**config.mk**
```make
export PLATFORM = sky130hd
export DESIGN_NAME = spi_msg_seq
export DESIGN_NICKNAME = d
export VERILOG_FILES = /design/src/rtl/spi_seq_pkg.sv /design/src/rtl/spi_seq_timer.sv /design/src/rtl/spi_seq_bytepath.sv /design/src/rtl/spi_seq_ctrl.sv /design/src/rtl/spi_msg_seq.sv
export SDC_FILE = /design/constraint.sdc
export NUM_CORES = 1
export LEC_CHECK = 0
export BUFFER_PORTS_ARGS = -buffer_cell sky130_fd_sc_hd__buf_2
export CAP_MARGIN = 20
export CORE_ASPECT_RATIO = 0.75
export CORE_MARGIN = 2
export CORE_UTILIZATION = 45
export DETAILED_ROUTE_END_ITERATION = 10
export GPL_TIMING_DRIVEN = 0
export PLACE_DENSITY = 0.75
export SETUP_SLACK_MARGIN = 0.05
export SLEW_MARGIN = 20
export SYNTH_ARGS = -nofsm -noshare
export SYNTH_HDL_FRONTEND = slang
export SYNTH_SLANG_ARGS = --single-unit
```
**constraint.sdc**
```tcl
create_clock -name clk -period 3.9 [get_ports clk]
set_input_delay 0 -clock clk [delete_from_list [all_inputs] [get_ports clk]]
set_output_delay 0 -clock clk [all_outputs]
set_load 0.05 [all_outputs]
```
**src/rtl/spi_seq_pkg.sv**
```systemverilog
package spi_seq_pkg;
  typedef enum logic [1:0] {
    ST_IDLE = 2'd0,
    ST_XFER = 2'd1,
    ST_WAIT = 2'd2,
    ST_GAP  = 2'd3
  } seq_state_e;
endpackage

```
**src/rtl/spi_seq_timer.sv**
```systemverilog
module spi_seq_timer #(
  parameter int DLY_W = 15
) (
  input  logic             clk,
  input  logic             rst,
  input  logic             arm,
  input  logic [DLY_W-1:0] delay,
  output logic             expired
);
  localparam int TS_W = DLY_W + 1;

  logic [TS_W-1:0] now_q;
  logic [TS_W-1:0] deadline_q;
  logic [TS_W-1:0] diff;

  always_ff @(posedge clk) begin
    if (rst) begin
      now_q      <= '0;
      deadline_q <= '0;
    end else begin
      now_q <= now_q + 1'b1;
      if (arm) deadline_q <= now_q + TS_W'(delay);
    end
  end

  // wrap-safe: deadline reached when (now - deadline) is non-negative
  always_comb begin
    diff    = now_q - deadline_q;
    expired = ~diff[TS_W-1];
  end
endmodule

```
**src/rtl/spi_seq_bytepath.sv**
```systemverilog
module spi_seq_bytepath #(
  parameter int DATA_W = 8
) (
  input  logic              clk,
  input  logic              rst,
  input  logic              send_new,
  input  logic              resend,
  input  logic              use_tx,
  input  logic [DATA_W-1:0] tx_data,
  input  logic              capture,
  input  logic [DATA_W-1:0] sh_rxbyte,
  output logic              sh_start,
  output logic [DATA_W-1:0] sh_txbyte,
  output logic              tx_take,
  output logic              rx_valid,
  output logic [DATA_W-1:0] rx_data
);
  logic              start_q, take_q, rxv_q;
  logic [DATA_W-1:0] held_q, rx_q;

  always_ff @(posedge clk) begin
    if (rst) begin
      start_q <= 1'b0;
      take_q  <= 1'b0;
      rxv_q   <= 1'b0;
      held_q  <= '0;
      rx_q    <= '0;
    end else begin
      start_q <= send_new | resend;
      take_q  <= send_new & use_tx;
      rxv_q   <= capture;
      if (send_new) held_q <= use_tx ? tx_data : '0;
      if (capture)  rx_q   <= sh_rxbyte;
    end
  end

  assign sh_start  = start_q;
  assign sh_txbyte = held_q;
  assign tx_take   = take_q;
  assign rx_valid  = rxv_q;
  assign rx_data   = rx_q;
endmodule

```
**src/rtl/spi_seq_ctrl.sv**
```systemverilog
module spi_seq_ctrl
  import spi_seq_pkg::*;
#(
  parameter int LEN_W  = 8,
  parameter int DLY_W  = 15,
  parameter int ADDR_W = 4,
  parameter int MODE_W = 3,
  parameter int DIV_W  = 8,
  parameter int CNT_W  = 12
) (
  input  logic              clk,
  input  logic              rst,
  input  logic              msg_valid,
  input  logic [MODE_W-1:0] msg_mode,
  input  logic [DIV_W-1:0]  msg_div,
  input  logic [LEN_W-1:0]  d_len,
  input  logic              d_has_tx,
  input  logic              d_rx_en,
  input  logic [DLY_W-1:0]  d_delay,
  input  logic              d_cs_toggle,
  input  logic              d_last,
  input  logic              sh_done,
  input  logic              sh_wcol,
  input  logic              sh_modf,
  input  logic              expired,
  output logic              arm,
  output logic [DLY_W-1:0]  arm_delay,
  output logic              send_new,
  output logic              resend,
  output logic              use_tx,
  output logic              capture,
  output logic              msg_take,
  output logic [ADDR_W-1:0] desc_addr,
  output logic [MODE_W-1:0] sh_mode,
  output logic [DIV_W-1:0]  sh_div,
  output logic              cs_n,
  output logic              msg_done,
  output logic              msg_err,
  output logic [CNT_W-1:0]  msg_bytes,
  output logic              spurious,
  output seq_state_e        state
);
  seq_state_e        st_q;
  logic [ADDR_W-1:0] addr_q;
  logic [LEN_W-1:0]  rem_q, cur_len_q;
  logic [DLY_W-1:0]  cur_dly_q;
  logic              last_q, tog_q, has_tx_q, rx_en_q;
  logic              cs_n_q, done_q, err_q, take_q, spur_q;
  logic [MODE_W-1:0] mode_q;
  logic [DIV_W-1:0]  div_q;
  logic [CNT_W-1:0]  bytes_q;

  logic in_xfer, ev_wcol, ev_modf, ev_done, fin, start_go, start_zero, any_ev;

  always_comb begin
    in_xfer    = (st_q == ST_XFER);
    any_ev     = sh_done | sh_wcol | sh_modf;
    ev_wcol    = in_xfer & sh_wcol;
    ev_modf    = in_xfer & ~sh_wcol & sh_modf;
    ev_done    = in_xfer & ~sh_wcol & ~sh_modf & sh_done;
    fin        = ev_done & (rem_q == LEN_W'(1));
    start_go   = ((st_q == ST_IDLE) & msg_valid)
               | ((st_q == ST_WAIT) & expired & ~last_q & ~tog_q)
               | (st_q == ST_GAP);
    start_zero = start_go & (d_len == '0);
    send_new   = (start_go & (d_len != '0)) | (ev_done & ~fin);
    resend     = ev_wcol;
    use_tx     = start_go ? d_has_tx : has_tx_q;
    capture    = ev_done & rx_en_q;
    arm        = start_zero | fin;
    arm_delay  = start_go ? d_delay : cur_dly_q;
  end

  always_ff @(posedge clk) begin
    if (rst) begin
      st_q      <= ST_IDLE;
      addr_q    <= '0;
      rem_q     <= '0;
      cur_len_q <= '0;
      cur_dly_q <= '0;
      last_q    <= 1'b0;
      tog_q     <= 1'b0;
      has_tx_q  <= 1'b0;
      rx_en_q   <= 1'b0;
      cs_n_q    <= 1'b1;
      done_q    <= 1'b0;
      err_q     <= 1'b0;
      take_q    <= 1'b0;
      spur_q    <= 1'b0;
      mode_q    <= '0;
      div_q     <= '0;
      bytes_q   <= '0;
    end else begin
      done_q <= 1'b0;
      take_q <= 1'b0;
      spur_q <= ~in_xfer & any_ev;
      case (st_q)
        ST_IDLE: begin
          if (msg_valid) begin
            take_q  <= 1'b1;
            mode_q  <= msg_mode;
            div_q   <= msg_div;
            bytes_q <= '0;
          end
        end
        ST_XFER: begin
          if (ev_modf) begin
            cs_n_q <= 1'b1;
            done_q <= 1'b1;
            err_q  <= 1'b1;
            addr_q <= '0;
            st_q   <= ST_IDLE;
          end else if (ev_done) begin
            rem_q <= rem_q - 1'b1;
            if (fin) begin
              addr_q <= addr_q + 1'b1;
              st_q   <= ST_WAIT;
            end
          end
        end
        ST_WAIT: begin
          if (expired) begin
            bytes_q <= bytes_q + CNT_W'(cur_len_q);
            if (last_q) begin
              cs_n_q <= 1'b1;
              done_q <= 1'b1;
              err_q  <= 1'b0;
              addr_q <= '0;
              st_q   <= ST_IDLE;
            end else if (tog_q) begin
              cs_n_q <= 1'b1;
              st_q   <= ST_GAP;
            end
          end
        end
        default: ;
      endcase
      if (start_go) begin
        rem_q     <= d_len;
        cur_len_q <= d_len;
        cur_dly_q <= d_delay;
        last_q    <= d_last;
        tog_q     <= d_cs_toggle;
        has_tx_q  <= d_has_tx;
        rx_en_q   <= d_rx_en;
        cs_n_q    <= 1'b0;
        if (start_zero) begin
          addr_q <= addr_q + 1'b1;
          st_q   <= ST_WAIT;
        end else begin
          st_q   <= ST_XFER;
        end
      end
    end
  end

  assign msg_take  = take_q;
  assign desc_addr = addr_q;
  assign sh_mode   = mode_q;
  assign sh_div    = div_q;
  assign cs_n      = cs_n_q;
  assign msg_done  = done_q;
  assign msg_err   = err_q;
  assign msg_bytes = bytes_q;
  assign spurious  = spur_q;
  assign state     = st_q;
endmodule

```
**src/rtl/spi_msg_seq.sv**
```systemverilog
module spi_msg_seq
  import spi_seq_pkg::*;
#(
  parameter int DATA_W = 8,
  parameter int LEN_W  = 8,
  parameter int DLY_W  = 15,
  parameter int ADDR_W = 4,
  parameter int MODE_W = 3,
  parameter int DIV_W  = 8,
  localparam int CNT_W = LEN_W + ADDR_W
) (
  input  logic              clk,
  input  logic              rst,
  input  logic              msg_valid,
  input  logic [MODE_W-1:0] msg_mode,
  input  logic [DIV_W-1:0]  msg_div,
  output logic              msg_take,
  output logic [ADDR_W-1:0] desc_addr,
  input  logic [LEN_W-1:0]  d_len,
  input  logic              d_has_tx,
  input  logic              d_rx_en,
  input  logic [DLY_W-1:0]  d_delay,
  input  logic              d_cs_toggle,
  input  logic              d_last,
  input  logic [DATA_W-1:0] tx_data,
  output logic              tx_take,
  output logic [DATA_W-1:0] rx_data,
  output logic              rx_valid,
  output logic [MODE_W-1:0] sh_mode,
  output logic [DIV_W-1:0]  sh_div,
  output logic              sh_start,
  output logic [DATA_W-1:0] sh_txbyte,
  input  logic              sh_done,
  input  logic [DATA_W-1:0] sh_rxbyte,
  input  logic              sh_wcol,
  input  logic              sh_modf,
  output logic              cs_n,
  output logic              msg_done,
  output logic              msg_err,
  output logic [CNT_W-1:0]  msg_bytes,
  output logic              spurious
);
  logic             arm, expired, send_new, resend, use_tx, capture;
  logic [DLY_W-1:0] arm_delay;
  seq_state_e       seq_state;

  spi_seq_timer #(.DLY_W(DLY_W)) u_timer (
    .clk(clk), .rst(rst), .arm(arm), .delay(arm_delay), .expired(expired)
  );

  spi_seq_ctrl #(
    .LEN_W(LEN_W), .DLY_W(DLY_W), .ADDR_W(ADDR_W),
    .MODE_W(MODE_W), .DIV_W(DIV_W), .CNT_W(CNT_W)
  ) u_ctrl (
    .clk(clk), .rst(rst),
    .msg_valid(msg_valid), .msg_mode(msg_mode), .msg_div(msg_div),
    .d_len(d_len), .d_has_tx(d_has_tx), .d_rx_en(d_rx_en),
    .d_delay(d_delay), .d_cs_toggle(d_cs_toggle), .d_last(d_last),
    .sh_done(sh_done), .sh_wcol(sh_wcol), .sh_modf(sh_modf),
    .expired(expired), .arm(arm), .arm_delay(arm_delay),
    .send_new(send_new), .resend(resend), .use_tx(use_tx), .capture(capture),
    .msg_take(msg_take), .desc_addr(desc_addr),
    .sh_mode(sh_mode), .sh_div(sh_div), .cs_n(cs_n),
    .msg_done(msg_done), .msg_err(msg_err), .msg_bytes(msg_bytes),
    .spurious(spurious), .state(seq_state)
  );

  spi_seq_bytepath #(.DATA_W(DATA_W)) u_bytes (
    .clk(clk), .rst(rst),
    .send_new(send_new), .resend(resend), .use_tx(use_tx), .tx_data(tx_data),
    .capture(capture), .sh_rxbyte(sh_rxbyte),
    .sh_start(sh_start), .sh_txbyte(sh_txbyte), .tx_take(tx_take),
    .rx_valid(rx_valid), .rx_data(rx_data)
  );
endmodule

```
== Yosys cells after proc, flatten, opt, wreduce, memory -nomap -nowiden ==
Index checks and enable logic that the tools add are counted.
Word-level totals
  flip-flop bits (word level): 120
  bits of input ports: 60
  output and inout port bits: 51
  logic and storage cells: 131
Operators by class
  $add $sub $neg: 6
  equality and inequality tests: 14
  mux-type cells: 41
  bitwise logic cells: 31
  reduce and logical (&&, ||, !) cells: 15
Operator list (count)
  two-way mux 8 bit: 5
  two-way mux 4 bit: 7
  two-way mux 12 bit: 2
  one-hot mux 12 bit (2 select lines): 1
  adder 16 x 1 -> 16 bit (second input constant): 1
  adder 16 x 15 -> 16 bit: 1
  AND 1 bit: 16
  two-way mux 2 bit: 8
  subtractor 16 bit: 1
  two-way mux 15 bit: 1
  adder 12 x 8 -> 12 bit: 1
  two-way mux 1 bit: 12
  == test 8 x 1 -> 1 bit (second input constant): 1
  zero test 8 bit: 1
  != test 2 bit (second input constant): 4
  != test 4 bit (second input constant): 2
  NOT 1 bit: 8
  one-hot mux 4 bit (2 select lines): 1
  AND reduction 4 bit: 2
  nonzero test 2 bit: 4
  nonzero test 8 bit: 1
  subtractor 8 x 1 -> 8 bit (second input constant): 1
  bitwise OR 1 bit: 7
  one-hot mux 1 bit (2 select lines): 3
  other kinds (14): 16

== Depth between registers and ports, before layout ==
Gate-level depths: netlist of run 1.
  depth after elaboration: 11
  depth in mapped cells: 20
  depth with buffers taken out: 19

== Modules after synthesis ==
From an unflattened synthesis of run 1, not the netlist that was laid out.
Unflattened totals
  cells, all modules: 759
  area total of the unflattened synthesis: 6369.9 um^2
By module, submodules not included
  spi_seq_ctrl: times used 1, cells each 423, area an instance 3342.0 um^2, seq. area each 1381.3 um^2
  spi_seq_timer: times used 1, cells each 267, area an instance 2263.4 um^2, seq. area each 640.6 um^2
  spi_seq_bytepath: times used 1, cells each 69, area an instance 764.5 um^2, seq. area each 380.4 um^2

== Worst setup path after synthesis of run 1 ==
OpenSTA, ideal clock, no wires.
  path kind: register to register
  start: register u_timer.deadline_q[10]
  end: register u_timer.deadline_q[14]
  setup time: 91 ps
  arrival time: 4000 ps
  data required time: 3809 ps
  slack: -191 ps
  stages on the path, launching flop included: 21
  path buffers: 1
  period minus slack after synthesis: 4091 ps
  path through: dfxtp_1 -> inv_1 -> ha_1 -> a21oi_1 -> o21ai_0 -> a21oi_1 -> nand2_1 -> mux2_2 -> nand2_2 -> buf_6 -> mux2_2 -> ha_1 -> fa_1 -> a211oi_1 -> o21a_1 -> nor4_1 -> o31ai_1 -> a21oi_1 -> xnor2_1 -> a21oi_1 -> a311oi_1
Between the ends
  longest elaborated chain between the ends: 9
  elaborated cells on any way between the ends: 11
  those cells by class: add/sub (2); mux (1); bitwise (8)
RTL lines
  start: declaration: line spi_seq_timer.sv:13  | logic [TS_W-1:0] deadline_q;
  start signal: assignment: line spi_seq_timer.sv:22  | if (arm) deadline_q <= now_q + TS_W'(delay);
  subtractor 16 bit: line spi_seq_timer.sv:28  | diff = now_q - deadline_q;
  NOT 1 bit: line spi_seq_timer.sv:29  | expired = ~diff[TS_W-1];
  AND 1 bit (3 in series): line spi_seq_ctrl.sv:63  | | ((st_q == ST_WAIT) & expired & ~last_q & ~tog_q)
  bitwise OR 1 bit: line spi_seq_ctrl.sv:63
  bitwise OR 1 bit: line spi_seq_ctrl.sv:64  | | (st_q == ST_GAP);
  two-way mux 15 bit
  net arm_delay[0]: line spi_msg_seq.sv:44  | logic [DLY_W-1:0] arm_delay;
  adder 16 x 15 -> 16 bit: line spi_seq_timer.sv:22
The timed path passes the listed nets, and every way through them passes these cells.
A chain may end at the register's enable or synchronous reset.

== Final worst setup path of run 1 ==
  start: register u_timer.now_q[4]
  end: register u_timer.deadline_q[14]
Between the ends
  longest elaborated chain between the ends: 9
  elaborated cells on any way between the ends: 11
  those cells by class: add/sub (2); mux (1); bitwise (8)
RTL lines
  start: declaration: line spi_seq_timer.sv:12  | logic [TS_W-1:0] now_q;
  start signal: assignment: line spi_seq_timer.sv:21  | now_q <= now_q + 1'b1;
  subtractor 16 bit: line spi_seq_timer.sv:28
  NOT 1 bit: line spi_seq_timer.sv:29
  AND 1 bit (3 in series): line spi_seq_ctrl.sv:63
  bitwise OR 1 bit: line spi_seq_ctrl.sv:63
  bitwise OR 1 bit: line spi_seq_ctrl.sv:64
  two-way mux 15 bit
  net arm_delay[8]: line spi_msg_seq.sv:44
  adder 16 x 15 -> 16 bit: line spi_seq_timer.sv:22
The timed path passes the listed nets, and every way through them passes these cells.

==> results of run 1 <==
==> repair_timing <==
action | CTS | global route
pin swaps | 28 | 45
cloned | 0 | 0
hold buffers | 47 | 2
setup endpoints to repair | 10 | 25
gates resized for setup | 61 | 72
buffers inserted | 29 | 16
hold endpoints to repair | 55 | 2
==> routing by layer <==
metal	routed length, um	track usage, %	vias up
met2	9070	39.3	367
li1	-	-	3198
met5	0	0	-
met1	9080	36.4	3129
met4	461	8.64	0
met3	1820	4.76	50
==> per-stage QoR <==
| stage | util (%) | instance area, um^2 | setup slack, ps | setup TNS [ps] |
|---|---|---|---|---|
| after CTS | 63.7 | 8790 | -148 | -236 |
| final | 67.1 | 9250 | -173 | -613 |
| after detailed placement | 52.5 | 7240 | -638 | -2620 |
| after floorplan | - | 6480 | 51.9 | 0 |
| after global routing | 67.1 | 9250 | -348 | -2170 |
| after global placement | 52.5 | 7240 | -655 | -2380 |
==> worst max-delay path by stage <==
stage | startpoint | to | slack, ps | cells after the start
after global routing | u_timer.now_q[4] | u_timer.deadline_q[14] | -350 | 18
after floorplan | u_ctrl.state[0] | u_timer.deadline_q[15] | 50 | 19
after detailed placement | u_timer.now_q[13] | u_timer.deadline_q[15] | -640 | 17
final | u_timer.now_q[4] | u_timer.deadline_q[14] | -170 | 18
after CTS | u_timer.deadline_q[13] | u_timer.deadline_q[14] | -150 | 19
after global placement | u_timer.now_q[8] | u_timer.deadline_q[15] | -650 | 18
==> kinds of logic after synthesis <==
family          share of synthesized area [%]
compound gates                           19.7
flops                                    37.6
fa+ha+maj                                9.43
mux                                      3.31
xor+xnor                                 5.59
simple gates                             20.3
buf+inv                                  4.15
==> Yosys cell counts, types with 5 or more instances <==
| cell type | n | share of area [%] |
|---|---|---|
| a211oi_1 | 6 | 0.70 |
| a21o_1 | 8 | 0.94 |
| a21oi_1 | 110 | 8.6 |
| and2_1 | 20 | 2.0 |
| and3_1 | 5 | 0.49 |
| buf_1 | 8 | 0.47 |
| buf_2 | 5 | 0.39 |
| clkbuf_1 | 20 | 1.2 |
| dfxtp_1 | 120 | 38 |
| ha_1 | 45 | 8.8 |
| inv_1 | 25 | 1.5 |
| mux2_2 | 15 | 2.6 |
| nand2_1 | 117 | 6.9 |
| nand3_1 | 49 | 3.8 |
| nor2_1 | 39 | 2.3 |
| nor3_1 | 19 | 1.5 |
| o21ai_0 | 27 | 2.1 |
| o21ai_1 | 13 | 1.0 |
| o21bai_1 | 5 | 0.59 |
| o22ai_1 | 8 | 0.78 |
| or3_1 | 10 | 0.98 |
| xnor2_1 | 24 | 3.3 |
| xor2_1 | 15 | 2.1 |
==> layout make-up <==
cell class                      count  area, um^2
Tap cell                          175         219
Clock buffer                       20         447
Timing Repair Buffer              201        1370
Sequential cell                   120        2450
Fill cell                        1046        4540
Multi-Input combinational cell    600        4340
Inverter                           25        93.8
Clock inverter                     12         151
Buffer                             37         184
==> tightest hold or removal path, cell delays in order <==
cell and delay, ps:
buf_2 90, inv_1 120, and2_1 170
==> registers in the layout, summed over array words and instances, names as in the netlist, 2 cells and up <==
signal              count
u_ctrl.msg_bytes       12
u_ctrl.cur_len_q        8
u_bytes.rx_data         8
u_ctrl.desc_addr        4
u_ctrl.sh_div           8
u_timer.deadline_q     16
u_bytes.sh_txbyte       8
u_ctrl.rem_q            8
u_ctrl.state            2
u_ctrl.sh_mode          3
u_ctrl.cur_dly_q       15
u_timer.now_q          16
==> layout by cell type (no fill, tap or decap), drive strengths merged, types with 5 or more instances in the layout <==
cell	synthesis	final
clkbuf	20	40
nand3	49	49
a21o	8	8
xnor2	25	25
or3	10	10
and2	20	20
a21oi	112	112
nand2	118	118
clkinvlp	0	5
nor3	19	19
dlygate4sd3	0	49
o21ai	40	40
o21bai	5	5
ha	45	45
nor2	39	39
dfxtp	120	120
buf	17	169
xor2	15	15
a211oi	6	6
and3	5	5
inv	25	25
mux2	17	17
o22ai	8	8
==> power groups by stage <==
stage                     combinational [W]  clock [W]  sequential, W
after floorplan                     0.00101          0        0.00166
after CTS                           0.00171    0.00160        0.00148
final                               0.00196    0.00160        0.00148
after detailed placement            0.00156          0        0.00150
after global placement              0.00154          0        0.00150
after global routing                0.00210    0.00166        0.00150
==> flow_metrics.tcl, run 1 <==
set metrics [dict create \
    outcome "finished with violations" \
    violations "setup timing" \
    hp-start "rst" \
    drt-wirelength-per-cell_um 17.2 \
    die_y_um 107 \
    htreeDepth 4 \
    postSynthAreaPerCell_um2 8.18 \
    grt_max_degree 17 \
    drive_above_1_share_pct 30.7 \
    seq_area_frac_synth_pct 37.6 \
    finalCritPeriodShare_pct 104 \
    die_x_um 142 \
    reg2reg_to "u_timer.deadline_q[14]" \
    path_buf_inv 1 \
    start_util_pct 46.4 \
    postRouteAntennaNets 0 \
    fmax_mhz 246 \
    ys.flop_type "dfxtp_1" \
    port_buffers 109 \
    worstMarginPinSlew_ps 812 \
    synth_cells 782 \
    hold_violations 0 \
    grt_pass1_vias 6110 \
    synthArstFlopShare_pct 0 \
    finalPower_w 0.00504 \
    holdPathStages 3 \
    row_count 37 \
    arrival_ps 4390 \
    internal_power_w 0.00318 \
    p_seq_share_pct 29.4 \
    grt_pass1_wl_um 30800 \
    clkPwrFrac_pct 31.8 \
    worst_slack_ps -173 \
    placed_cells 1066 \
    crit_path_frequent_cell "a21oi_1" \
    cts_root_buffer "clkbuf_16" \
    fin_hold_ws_ps 8.60 \
    ys.warnings.count 0 \
    drv_slew 0 \
    drc 0 \
    relSlewSlack_pct 45.4 \
    antennaDiodeCount 0 \
    finalClockSkew_ps 11.5 \
    switchingPower_w 0.00186 \
    nNetsFinal 1109 \
    clock_path_buffers 2 \
    r2r_slack_ps -170 \
    rr_worst_depth 18 \
    vias 6744 \
    wirelength_um 20400 \
    globalplace.congestion 0.890 \
    powerDensity_mw_per_mm2 545 \
    numCtsBuffers 17 \
    power_frac_comb_pct 38.8 \
    cpLargestDelayFamily "compound AO/OA/AOI/OAI gates" \
    antenna_found_initial 0 \
    syn-num-nets 889 \
    viasPerCell 5.67 \
    path_class "reg -> reg" \
    cp_max_fo 7 \
    coreArea_mm2 0.0138 \
    path_clk_slew_ps 60 \
    initialDrtViolationCount 539 \
    dieArea_mm2 0.0152 \
    slowest_delay_ps 410 \
    clock_sinks 120 \
    crit_chain "ha_4 -> a21oi_1 -> o21ai_2 -> a21oi_4 -> nor2_4 -> mux2_4 -> nand2_8 -> buf_6 -> mux2_2 -> ha_1 -> a21o_1 -> a21oi_2 -> o21ai_0 -> o31ai_2 -> a21oi_1 -> xnor2_1 -> a21oi_1 -> a311oi_1" \
    syn_to_final_growth_pct 44.6 \
    cp-end-kind "flip-flop" \
    switching_share_pct 36.9 \
    ir_drop_mv 0.317 \
    leakage_nw 3.88 \
    stdcell_count 1190 \
    worst_path_max_delay_cell "dfxtp_4" \
    num_io_pins 111 \
    grt-ovfl-total 0 \
    required_ps 4220 \
    clk_latency_ps 420 \
    synth_edf_count 0 \
    critPathLaunchType "flip-flop" \
    rr_startpoint "u_timer.now_q[4]" \
    ys_types 59 \
    hold_end "u_ctrl.cur_dly_q[3]" \
    synth_seq_cells 120 \
    maxCapViolCount 0 \
    rsz0062_at_grt "true" \
    finalSetupViolations 6 \
    hold_path_class "in -> reg" \
    cts_tree "yes" \
    fin_crit_ps 4070 \
    first_pass_iters 6 \
    dp_hpwl_um 12500 \
    netlist_area_mm2 0.00640 \
    gr-usage-all-layers_pct 25.6 \
]
(Power assumes the default switching activity.)
==> run 2: changes to the inputs <==
Settings changed: PLACE_DENSITY 0.75 to 0.72.
Clock period 3.9 ns to 4.2 ns, I/O delays scaled along.
==> flow_metrics.tcl, run 2 (synthesized netlist as in run 1, its figures left out) <==
set metrics [dict create \
    finalSetupViolations 0 \
    fin_crit_ps 4160 \
    clock_path_buffers 2 \
    violations "hold timing" \
    critPathLaunchType "flip-flop" \
    crit_chain "inv_1 -> ha_1 -> nand2_1 -> nor2_4 -> a21oi_4 -> nor2_4 -> mux2_4 -> nand2_4 -> buf_12 -> mux2_4 -> ha_4 -> fa_2 -> a211oi_2 -> o21a_2 -> nor4_4 -> o31ai_1 -> a21oi_1 -> xnor2_1 -> a21oi_1 -> a311oi_1" \
    finalCritPeriodShare_pct 99.1 \
    relSlewSlack_pct 47.1 \
    nNetsFinal 1094 \
    fin_setup_tns_ps 0 \
    dp_hpwl_um 12800 \
    viasPerCell 5.58 \
    vias 6551 \
    fmax_mhz 240 \
    path_buf_inv 2 \
    leakage_nw 3.72 \
    drt-wirelength-per-cell_um 16.7 \
    rsz0062_at_grt "true" \
    top_regs "u_timer.deadline_q x16, u_timer.now_q x16, u_ctrl.cur_dly_q x15" \
    grt_pass1_vias 5978 \
    row_count 37 \
    hold_path_class "in -> reg" \
    worst_path_max_delay_cell "dfxtp_1" \
    die_y_um 107 \
    arrival_ps 4480 \
    hold_violations 2 \
    coreArea_mm2 0.0138 \
    path_class "reg -> reg" \
    antennaDiodeCount 0 \
    cts_tree "yes" \
    path_clk_slew_ps 60 \
    fin_hold_ws_ps -17.9 \
    syn_to_final_growth_pct 38.5 \
    cp-end-kind "flip-flop" \
    initialDrtViolationCount 525 \
    start_util_pct 46.4 \
    grt-ovfl-total 0 \
    globalplace.congestion 0.917 \
    grt_max_degree 17 \
    drc 0 \
    drv_slew 0 \
    cp_max_fo 5 \
    final.fill_count 1171 \
    num_io_pins 111 \
    port_buffers 109 \
    wirelength_um 19600 \
    layout_commonest_cell "buf_2" \
    first_pass_iters 8 \
    clk_latency_ps 420 \
    clock_sinks 120 \
    antenna_found_initial 0 \
    cpLargestDelayFamily "compound AO/OA/AOI/OAI gates" \
    required_ps 4520 \
    outcome "finished with violations" \
    cts_root_buffer "clkbuf_16" \
    grt_pass1_wl_um 30200 \
    die_x_um 142 \
    dieArea_mm2 0.0152 \
    htreeDepth 4 \
    final_core_util_pct 64.2 \
    postRouteAntennaNets 0 \
    finalClockSkew_ps 9.03 \
    ir_drop_mv 0.332 \
    maxCapViolCount 0 \
    gr-usage-all-layers_pct 25.1 \
    final_cell_mix "buf_2 (114), nand2_1 (113), a21oi_1 (101), dfxtp_1 (97), dlygate4sd3_1 (50)" \
    worstMarginPinSlew_ps 787 \
    numCtsBuffers 17 \
    drive_above_1_share_pct 26.8 \
    slowest_delay_ps 350 \
    powerDensity_mw_per_mm2 508 \
]
==> run 2: cell count changes in the layout (fill, tap and decap cells not counted), moves of 3 or more <==
cell,change
buf_6,-4
mux2_4,-4
ha_4,-6
nor2_2,-3
nand2_2,-4
ha_1,+4
nand2_4,+3
buf_4,-12
==> run 2: stage by stage <==
stage	cell area, um^2	std cells	worst slack [ps]	total power, W
6_report	8860	1174	38.5	0.00451
5_1_grt	8860	1174	-108	0.00472
4_1_cts	8500	1159	4.13	0.00444
3_5_place_dp	7160	1066	-829	0.00281
2_1_floorplan	6400	782	109	0.00244
3_3_place_gp	7160	1066	-778	0.00279
==> run 2: timing repair <==
| action | 4_1_cts | 5_1_grt |
|---|---|---|
| endpoints found under the hold margin | 55 | 0 |
| resized for setup | 44 | 57 |
| endpoints found under the setup margin | 11 | 7 |
| hold buffers | 50 | 0 |
| setup buffers | 12 | 15 |
| pin swaps | 18 | 34 |
==> run 2: worst min-delay path, cell delays in order <==
cell	delay, ps
buf_2	130
nand2_4	90
nand2_1	80
a21oi_1	50
==> run 2: path summary, 6_finish.rpt <==
| kind | startpoint | endpoint | slack, ps | depth (start not counted) |
|---|---|---|---|---|
| max | u_timer.deadline_q[3] | u_timer.deadline_q[14] | 40 | 20 |
| min reg2reg | u_bytes.rx_data[2] | u_bytes.rx_data[2] | 450 | 2 |
| max reg2reg | u_timer.deadline_q[3] | u_timer.deadline_q[14] | 40 | 20 |
| min | msg_valid | u_ctrl.sh_div[7] | -20 | 4 |
==> run 2: cell type report <==
cell class | instances | area (um^2) | area share, %
buffer | 37 | 180 | 2.03
clock buffer | 19 | 443 | 5.00
clock inverter | 12 | 153 | 1.72
inverter | 25 | 93.8 | 1.06
multi-input combinational | 600 | 4080 | 46.1
sequential | 120 | 2440 | 27.5
tap | 175 | 219 | 2.47
timing repair buffer | 186 | 1250 | 14.1
==> run 2: routing by layer <==
layer  GRT usage [%]  vias up  wire, um
met3            6.76       33      1700
met2            36.5      277      8450
met5               0        -         0
li1                -     3180         -
met1            35.9     3061      9120
met4            8.36        0       347
==> run 2: power breakdown <==
part           total [W]  switching [W]  leakage, nW  internal (W)
Sequential       0.00137      0.0000894        0.990       0.00129
Clock            0.00149       0.000545        0.281      0.000942
Combinational    0.00164        0.00102         2.45      0.000625
